[config.mk]
export PLATFORM = sky130hd
export DESIGN_NAME = fll_loop_filter
export DESIGN_NICKNAME = d
export VERILOG_FILES = /design/src/rtl/fll_pkg.sv /design/src/rtl/fll_window_timer.sv /design/src/rtl/fll_error_eval.sv /design/src/rtl/fll_code_stepper.sv /design/src/rtl/fll_loop_filter.sv
export SDC_FILE = /design/constraint.sdc
export NUM_CORES = 1
export LEC_CHECK = 0
export ABC_AREA = 1
export BUFFER_PORTS_ARGS = -buffer_cell sky130_fd_sc_hd__clkbuf_2
export CORE_MARGIN = 4
export CORE_UTILIZATION = 45
export DETAILED_ROUTE_END_ITERATION = 7
export GPL_TIMING_DRIVEN = 0
export PLACE_DENSITY = 0.67
export SLEW_MARGIN = 30
export SYNTH_ARGS = -nofsm -noshare
export SYNTH_HDL_FRONTEND = slang
export SYNTH_SLANG_ARGS = --single-unit
[constraint.sdc]
create_clock -name clk -period 6.8 [get_ports clk]
set_clock_uncertainty 0.1 [all_clocks]
set_input_delay 0.34 -clock clk [delete_from_list [all_inputs] [get_ports clk]]
set_output_delay 0.34 -clock clk [all_outputs]
set_load 0.005 [all_outputs]
[src/rtl/fll_pkg.sv]
package fll_pkg;
    typedef enum logic [2:0] {
        ST_OFF,
        ST_ARM,
        ST_COARSE,
        ST_FINE,
        ST_LOCKED
    } fll_state_t;
endpackage

[src/rtl/fll_window_timer.sv]
module fll_window_timer #(
    parameter int CNT_W     = 15,
    parameter int WIN_TICKS = 4
) (
    input  logic             clk,
    input  logic             rst_n,
    input  logic             run,
    input  logic             tick,
    output logic             win_done,
    output logic [CNT_W-1:0] win_count
);
    localparam int TC_W = $clog2(WIN_TICKS);
    localparam logic [TC_W-1:0] LAST_TICK = TC_W'(WIN_TICKS - 1);

    logic [CNT_W-1:0] cyc_q;
    logic [TC_W-1:0]  tcnt_q;

    assign win_done  = run && tick && (tcnt_q == LAST_TICK);
    assign win_count = (cyc_q == '1) ? cyc_q : cyc_q + CNT_W'(1);

    always_ff @(posedge clk or negedge rst_n) begin
        if (!rst_n) begin
            cyc_q  <= '0;
            tcnt_q <= '0;
        end else if (!run || win_done) begin
            cyc_q  <= '0;
            tcnt_q <= '0;
        end else begin
            if (cyc_q != '1) cyc_q <= cyc_q + CNT_W'(1);
            if (tick)        tcnt_q <= tcnt_q + TC_W'(1);
        end
    end
endmodule

[src/rtl/fll_error_eval.sv]
module fll_error_eval #(
    parameter int CNT_W     = 15,
    parameter int N_W       = 11,
    parameter int TOL_SHIFT = 5,
    parameter int WIN_TICKS = 4
) (
    input  logic [CNT_W-1:0] win_count,
    input  logic [N_W-1:0]   mult_n,
    output logic             too_fast,
    output logic             coarse,
    output logic             in_tol
);
    localparam int W = CNT_W + TOL_SHIFT + 6;

    logic [W-1:0] meas, tgt, diff;

    always_comb begin
        meas     = W'(win_count);
        tgt      = W'(mult_n) * W'(WIN_TICKS);
        too_fast = meas > tgt;
        diff     = too_fast ? (meas - tgt) : (tgt - meas);
        coarse   = (diff * W'(20)) > (tgt * W'(3));
        in_tol   = (diff << TOL_SHIFT) <= tgt;
    end
endmodule

[src/rtl/fll_code_stepper.sv]
module fll_code_stepper #(
    parameter int CODE_W = 6
) (
    input  logic              clk,
    input  logic              rst_n,
    input  logic              load,
    input  logic [CODE_W-1:0] seed,
    input  logic              step,
    input  logic              up,
    output logic [CODE_W-1:0] code
);
    always_ff @(posedge clk or negedge rst_n) begin
        if (!rst_n) begin
            code <= '0;
        end else if (load) begin
            code <= seed;
        end else if (step) begin
            if (up && code != '1)
                code <= code + CODE_W'(1);
            else if (!up && code != '0)
                code <= code - CODE_W'(1);
        end
    end
endmodule

[src/rtl/fll_loop_filter.sv]
module fll_loop_filter
    import fll_pkg::*;
#(
    parameter int N_W       = 11,
    parameter int DIV_W     = 3,
    parameter int STG_W     = 3,
    parameter int TOL_SHIFT = 5,
    parameter int WIN_TICKS = 4
) (
    input  logic                   clk,
    input  logic                   rst_n,
    input  logic                   en,
    input  logic                   base_tick,
    input  logic [N_W-1:0]         mult_n,
    input  logic [DIV_W+STG_W-1:0] trim_seed,
    output logic [DIV_W-1:0]       div_code,
    output logic [STG_W-1:0]       stg_code,
    output logic                   coarse_mode,
    output logic                   locked
);
    localparam int CODE_W = DIV_W + STG_W;
    localparam int CNT_W  = N_W + $clog2(WIN_TICKS) + 2;

    fll_state_t        state_q, state_d;
    logic [N_W-1:0]    n_q;
    logic [CODE_W-1:0] seed_q;
    logic [CODE_W-1:0] code;
    logic [CNT_W-1:0]  win_count;
    logic              param_chg, measuring, load_code, step_code;
    logic              win_done, too_fast, coarse, in_tol, good_q;

    assign param_chg = (mult_n != n_q) || (trim_seed != seed_q);
    assign measuring = (state_q == ST_COARSE) || (state_q == ST_FINE) ||
                       (state_q == ST_LOCKED);
    assign load_code = (state_q == ST_OFF) || param_chg || !en;
    assign step_code = measuring && win_done && !in_tol;

    fll_window_timer #(.CNT_W(CNT_W), .WIN_TICKS(WIN_TICKS)) timer_i (
        .clk(clk), .rst_n(rst_n), .run(measuring), .tick(base_tick),
        .win_done(win_done), .win_count(win_count)
    );

    fll_error_eval #(.CNT_W(CNT_W), .N_W(N_W), .TOL_SHIFT(TOL_SHIFT),
                     .WIN_TICKS(WIN_TICKS)) eval_i (
        .win_count(win_count), .mult_n(mult_n),
        .too_fast(too_fast), .coarse(coarse), .in_tol(in_tol)
    );

    fll_code_stepper #(.CODE_W(CODE_W)) stepper_i (
        .clk(clk), .rst_n(rst_n), .load(load_code), .seed(trim_seed),
        .step(step_code), .up(too_fast), .code(code)
    );

    always_comb begin
        state_d = state_q;
        unique case (state_q)
            ST_OFF:    if (en) state_d = ST_ARM;
            ST_ARM:    if (base_tick) state_d = ST_COARSE;
            ST_COARSE, ST_FINE, ST_LOCKED: begin
                if (win_done) begin
                    if (coarse)                state_d = ST_COARSE;
                    else if (in_tol && good_q) state_d = ST_LOCKED;
                    else                       state_d = ST_FINE;
                end
            end
        endcase
        if (!en)            state_d = ST_OFF;
        else if (param_chg) state_d = ST_ARM;
    end

    always_ff @(posedge clk or negedge rst_n) begin
        if (!rst_n) begin
            state_q <= ST_OFF;
            n_q     <= '0;
            seed_q  <= '0;
            good_q  <= 1'b0;
        end else begin
            state_q <= state_d;
            n_q     <= mult_n;
            seed_q  <= trim_seed;
            if (!en || param_chg || !measuring) good_q <= 1'b0;
            else if (win_done)                  good_q <= in_tol;
        end
    end

    always_comb begin
        div_code    = code[CODE_W-1:STG_W];
        stg_code    = code[STG_W-1:0];
        locked      = (state_q == ST_LOCKED);
        coarse_mode = !((state_q == ST_FINE) || (state_q == ST_LOCKED));
    end
endmodule

# Word level (Yosys, flattened, before mapping)
# Index checks and enable logic that the tools add are counted.
# word_totals
regBits	44
in_bits	21
out_inout_bits	8
elab_cells	80
# op_classes
n_addsub	6
mul	2
order_cmp	3
eq_ne	12
mux	19
n_reduce_logical	31
# op_table
cell	n
2-to-1 mux 15 bit	3
> comparator 26 x 16 -> 1 bit	1
less-or-equal comparator 26 x 13 -> 1 bit	1
multiplier 26 x 3 -> 24 bit (second input constant)	1
2-to-1 mux 26 bit	1
2-to-1 mux 6 bit	4
2-to-1 mux 3 bit	6
subtractor 13 x 15 -> 16 bit	1
subtractor 15 x 13 -> 16 bit	1
adder 15 x 1 -> 15 bit (second input constant)	1
equality test 15 bit (second input constant)	1
> comparator 15 x 13 -> 1 bit	1
!= test 15 bit (second input constant)	1
multiplier 11 x 2 -> 13 bit (second input constant)	1
!= test 11 bit	1
logical OR 1 bit	9
one-hot mux 3 bit (3 select lines)	1
nonzero test 2 bit	4
logical AND 1 bit	7
adder 6 x 1 -> 6 bit (second input constant)	1
equality test 3 x 2 -> 1 bit (second input constant)	2
!= test 6 bit	1
!= test 6 bit (second input constant)	1
nonzero test 6 bit	1
other kinds (14)	21

# Longest topological paths before layout
# depth
depth_word	12
ltp_mapped	49
ltp_nobuf	46

# By module
# Synthesis repeated with hierarchy kept, for this count alone.
# unflattened
hier_cells	966
hier_area_um2	6336.1
# by_module_without_submodules
module	n_inst	cells_each	area_per_inst_um2	seq_area_each_um2
fll_error_eval	1	588	3557.2	0.0
fll_window_timer	1	150	1139.8	425.4
fll_loop_filter	1	145	1051.0	525.5
fll_code_stepper	1	83	588.1	150.1

# Worst setup path after synthesis
# OpenSTA, ideal clock, no wires.
# synth_path
path_type	reg-to-reg
from	register timer_i.cyc_q[0]
to	register state_q[0]
setup_ns	0.065
arrival_time_ns	5.901
t_required_ns	6.635
slack_ns	0.734
path_stages_with_launch	46
path_buffers	3
period_less_slack_ns	6.066
cell_sequence	dfrtp_1 ha_1 nand2_1 nor2_1 nand2_1 inv_1 nand2_1 clkbuf_1 nand2_1 ha_1 buf_2 nand2_1 inv_2 nand2_2 nor2_1 nand2_1 nand3_1 nand2_1 [10 not listed] o21ai_0 a21oi_1 o21ai_0 xor2_1 ha_1 a21oi_1 o21ai_0 a21oi_1 nand2_1 a21oi_1 nand4_1 nor2_1 nand3_2 nor2_2 nand2_1 nand2_1 nand2_1 nand2_1
# synth_between
elab_chain_len	12
elab_cells_between_ends	17
classes_between	add/sub (3); mul (1); order compare (3); eq/ne (1); mux (8); reduce/logical (1)
# synth_lines
element	line_no	text
start: declaration	fll_window_timer.sv:15	logic [CNT_W-1:0] cyc_q;
start signal: assignment	fll_window_timer.sv:29	if (cyc_q != '1) cyc_q <= cyc_q + CNT_W'(1);
adder 15 x 1 -> 15 bit or equality test 15 bit (tied branches)	fll_window_timer.sv:19	assign win_count = (cyc_q == '1) ? cyc_q : cyc_q + CNT_W'(1);
2-to-1 mux 15 bit (*)	fll_window_timer.sv:19	
subtractor 13 x 15 -> 16 bit, or another cell as far along	fll_error_eval.sv:21	diff = too_fast ? (meas - tgt) : (tgt - meas);
2-to-1 mux 26 bit (*)	fll_error_eval.sv:21	
parallel branches: the longest is 3 deep, another holds multiplier 26 x 3 -> 24 bit	--	
2-to-1 mux 3 bit (*)	fll_loop_filter.sv:61	if (coarse) state_d = ST_COARSE;
2-to-1 mux 3 bit (*)	fll_loop_filter.sv:60	if (win_done) begin
one-hot mux 3 bit (3 select lines) (*)	fll_loop_filter.sv:56	unique case (state_q)
2-to-1 mux 3 bit (*)	fll_loop_filter.sv:68	else if (param_chg) state_d = ST_ARM;
2-to-1 mux 3 bit (*)	fll_loop_filter.sv:67	if (!en) state_d = ST_OFF;
end signal: assignment	fll_loop_filter.sv:78	state_q <= state_d;
end: declaration	fll_loop_filter.sv:24	fll_state_t state_q, state_d;
# Mark *: on every way between the ends. The select of a mux whose other input is x is not followed.
# A chain may end at the register's enable or synchronous reset.

# Final worst setup path
# layout_path
from	register timer_i.cyc_q[1]
to	register state_q[0]
# Same word-level chain as after synthesis.

==> impl_metrics.toml <==
[clock_network]
cts_made_buffers = 5
clk_pin_slew_ps = 60
cts_sinks = 44
h-tree-depth = 2
clk_path_buf_depth = 2
tritoncts = "done"
clkLatencyLatePin_ps = 300
root_buffer = "clkbuf_16"

[synthesis]
ys_warn_count = 0
synth_area_leaders = "ha_1, dfrtp_1, nand2_1, inv_1, nor2_1"
ys_seq_area_share_pct = 19.0
post_synth_instance_area_sq_um = 5800
synth.top_cell.area_share_pct = 19.6
syn_avg_cell_area_sq_um = 6.89
synthCells = 842
ys_types = 48
yosysMostFrequentCell = "nand2_1"
synth_ff_type = "dfrtp_1"
async_flop_share_pct = 100
yosys.area.top_type = "ha_1"
synthTopCellsByCount = "nand2_1, inv_1, nor2_1, ha_1, a21oi_1"
synth_edf_count = 0
synth-seq-cells = 44
synth_fp_nets = 958

[worst_setup_path]
cpPeakStageDelay_ps = 440
cp_data_arrival_time_ps = 6400
path_class = "flop to flop"
end_kind = "flop"
critPathLaunchType = "flop"
cp_data_required_time_ps = 6930
critPathMaxFanout = 10
crit_slowest_cell = "dfrtp_2"
crit_top_cell = "nand2_1"

[pwr]
p_leak_nw = 3.39
totalPowerFinal_mw = 1.02
peakVddDrop_uv = 91.8
cellPowerDensity_nw_per_um2 = 154

[timing]
setup_slack_ps = 530
worst_slew_pin_slew_ps = 689
fin_tns_setup_ps = 0
timing.fmax_mhz = 159
fin_crit_ps = 6270
period_share_pct = 92.2
timing_max_transition_violations_final = 0
finalHoldViolations = 36
relSlewSlack_pct = 53.7
setup_viol = 0
holdWs_ps = -21.9

[global_route]
busiest_layer = "met2"
grt_max_degree = 45
grt_pass1_vias = 5067
grt_use_met1_pct = 29.1
antenna_found_initial = 0
grt_use_met2_pct = 33.0
overflow = 0
gr-usage-met3_pct = 2.28
grt_pass1_wl_um = 24400
track_usage_pct = 20.2

[run_status]
violations = "negative hold slack"
outcome = "finished, violations left"

[die]
die_height_um = 122
num_rows = 41
start_util_pct = 46.0
die_area_sq_um = 14800
ios = 29
core_region_area_sq_um = 12600
die_width_um = 122

[layout]
nets = 1004
final_core_util_pct = 52.2
multi_input_area_sq_um = 4390
syn_to_final_growth_pct = 13.6
finalNonFillerCells = 1061
diodes = 0
drive_above_1_share_pct = 15.0
postLayoutCellArea_sq_um = 6590
fill_cells = 1319
register_area_sq_um = 1100

[drt]
routed_wl_um = 14900
drc = 0
first_pass_iters = 5
drt-initial-drc-count = 308
dr_total_vias = 5428
wire_per_inst_um = 14.0
ant_nets = 0
via_per_inst = 5.12

[place]
io_buffers = 28
dp_slack_ps = -410
dpl.cell_count = 1042
dp_hpwl_um = 12100
placed_area_sq_um = 6160
gp_congestion = 0.950

[run]
maxCapViolations = 0

[hold_path]
hold_path_class = "input pin to asynchronous set/reset pin"
-- cells by family after synthesis --
group | share of synthesized area (%)
xor+xnor | 8.46
flops | 19.0
simple gates | 31.2
buf+inv | 8.35
mux | 0.173
compound gates | 11.9
fa+ha+maj | 21.0
-- registers in the layout, summed over array words and instances (netlist names) --
| name | count |
|---|---|
| good_q | 1 |
| n_q | 11 |
| seed_q | 6 |
| state_q | 3 |
| stepper_i.code | 6 |
| timer_i.cyc_q | 15 |
| timer_i.tcnt_q | 2 |
-- metal layers --
layer	up-vias	part of all wire [%]
met3	14	3.5
met5	-	0
met2	103	46
met1	2476	49
li1	2835	-
met4	0	1.3
-- path summary, 6_finish.rpt --
check                                 startpoint           endpoint  slack [ps]  depth (start not counted)
worst max-delay path            timer_i.cyc_q[1]         state_q[0]         530                         46
worst min-delay path                       rst_n  timer_i.cyc_q[13]         -20                          1
worst max register to register  timer_i.cyc_q[1]         state_q[0]         530                         46
worst min register to register        state_q[0]         state_q[0]         440                          2
max in group asynchronous                  rst_n   timer_i.cyc_q[0]        6180                          1
min in group clk                    trim_seed[5]          seed_q[5]          70                          1
-- cell type report --
| cell class | count | area share [%] |
|---|---|---|
| flip-flops and latches | 44 | 16.8 |
| inverters | 113 | 6.44 |
| clock inverters | 1 | 0.114 |
| repair buffers | 39 | 3.42 |
| clock buffers | 7 | 2.17 |
| well taps | 172 | 3.27 |
| plain buffers | 9 | 1.12 |
| multi-input cells | 676 | 66.7 |
-- cell usage in the layout (no fill, tap or decap), drive strengths merged, types with 3 or more instances in the layout --
cell      n
a21boi    3
a21oi    65
a31oi     4
buf      19
clkbuf   36
dfrtp    44
fa        4
ha       91
inv     112
nand2   198
nand3    55
nand4    16
nor2    103
nor3      7
o21ai    41
o21bai    6
or2      14
xnor2    20
xor2     36
-- report_power, final --
group	internal, mW	leakage, nW	switching, mW
sequential	0.269	0.556	0.00543
combinational	0.197	2.76	0.295
clock	0.146	0.0701	0.105
total	0.612	3.39	0.405
-- critical path: cells and delay by family, from the launching register on --
family	cells	cell delay, ps
AOI/OAI and AO/OA	3	380
DFF	1	440
buffers and inverters	4	420
and+or+nand+nor	32	2990
xor gates and xnor gates	2	490
adders and majority gates	5	1370
-- timing repair --
action                                 in CTS  in global routing
pin swaps                                   1                 14
buffers inserted                            2                  8
setup endpoints to repair                   3                  3
endpoints found under the hold margin       0                  0
hold buffers                                0                  0
cloned                                      0                  1
gates resized for setup                     9                 47
(Power assumes the default switching activity.)
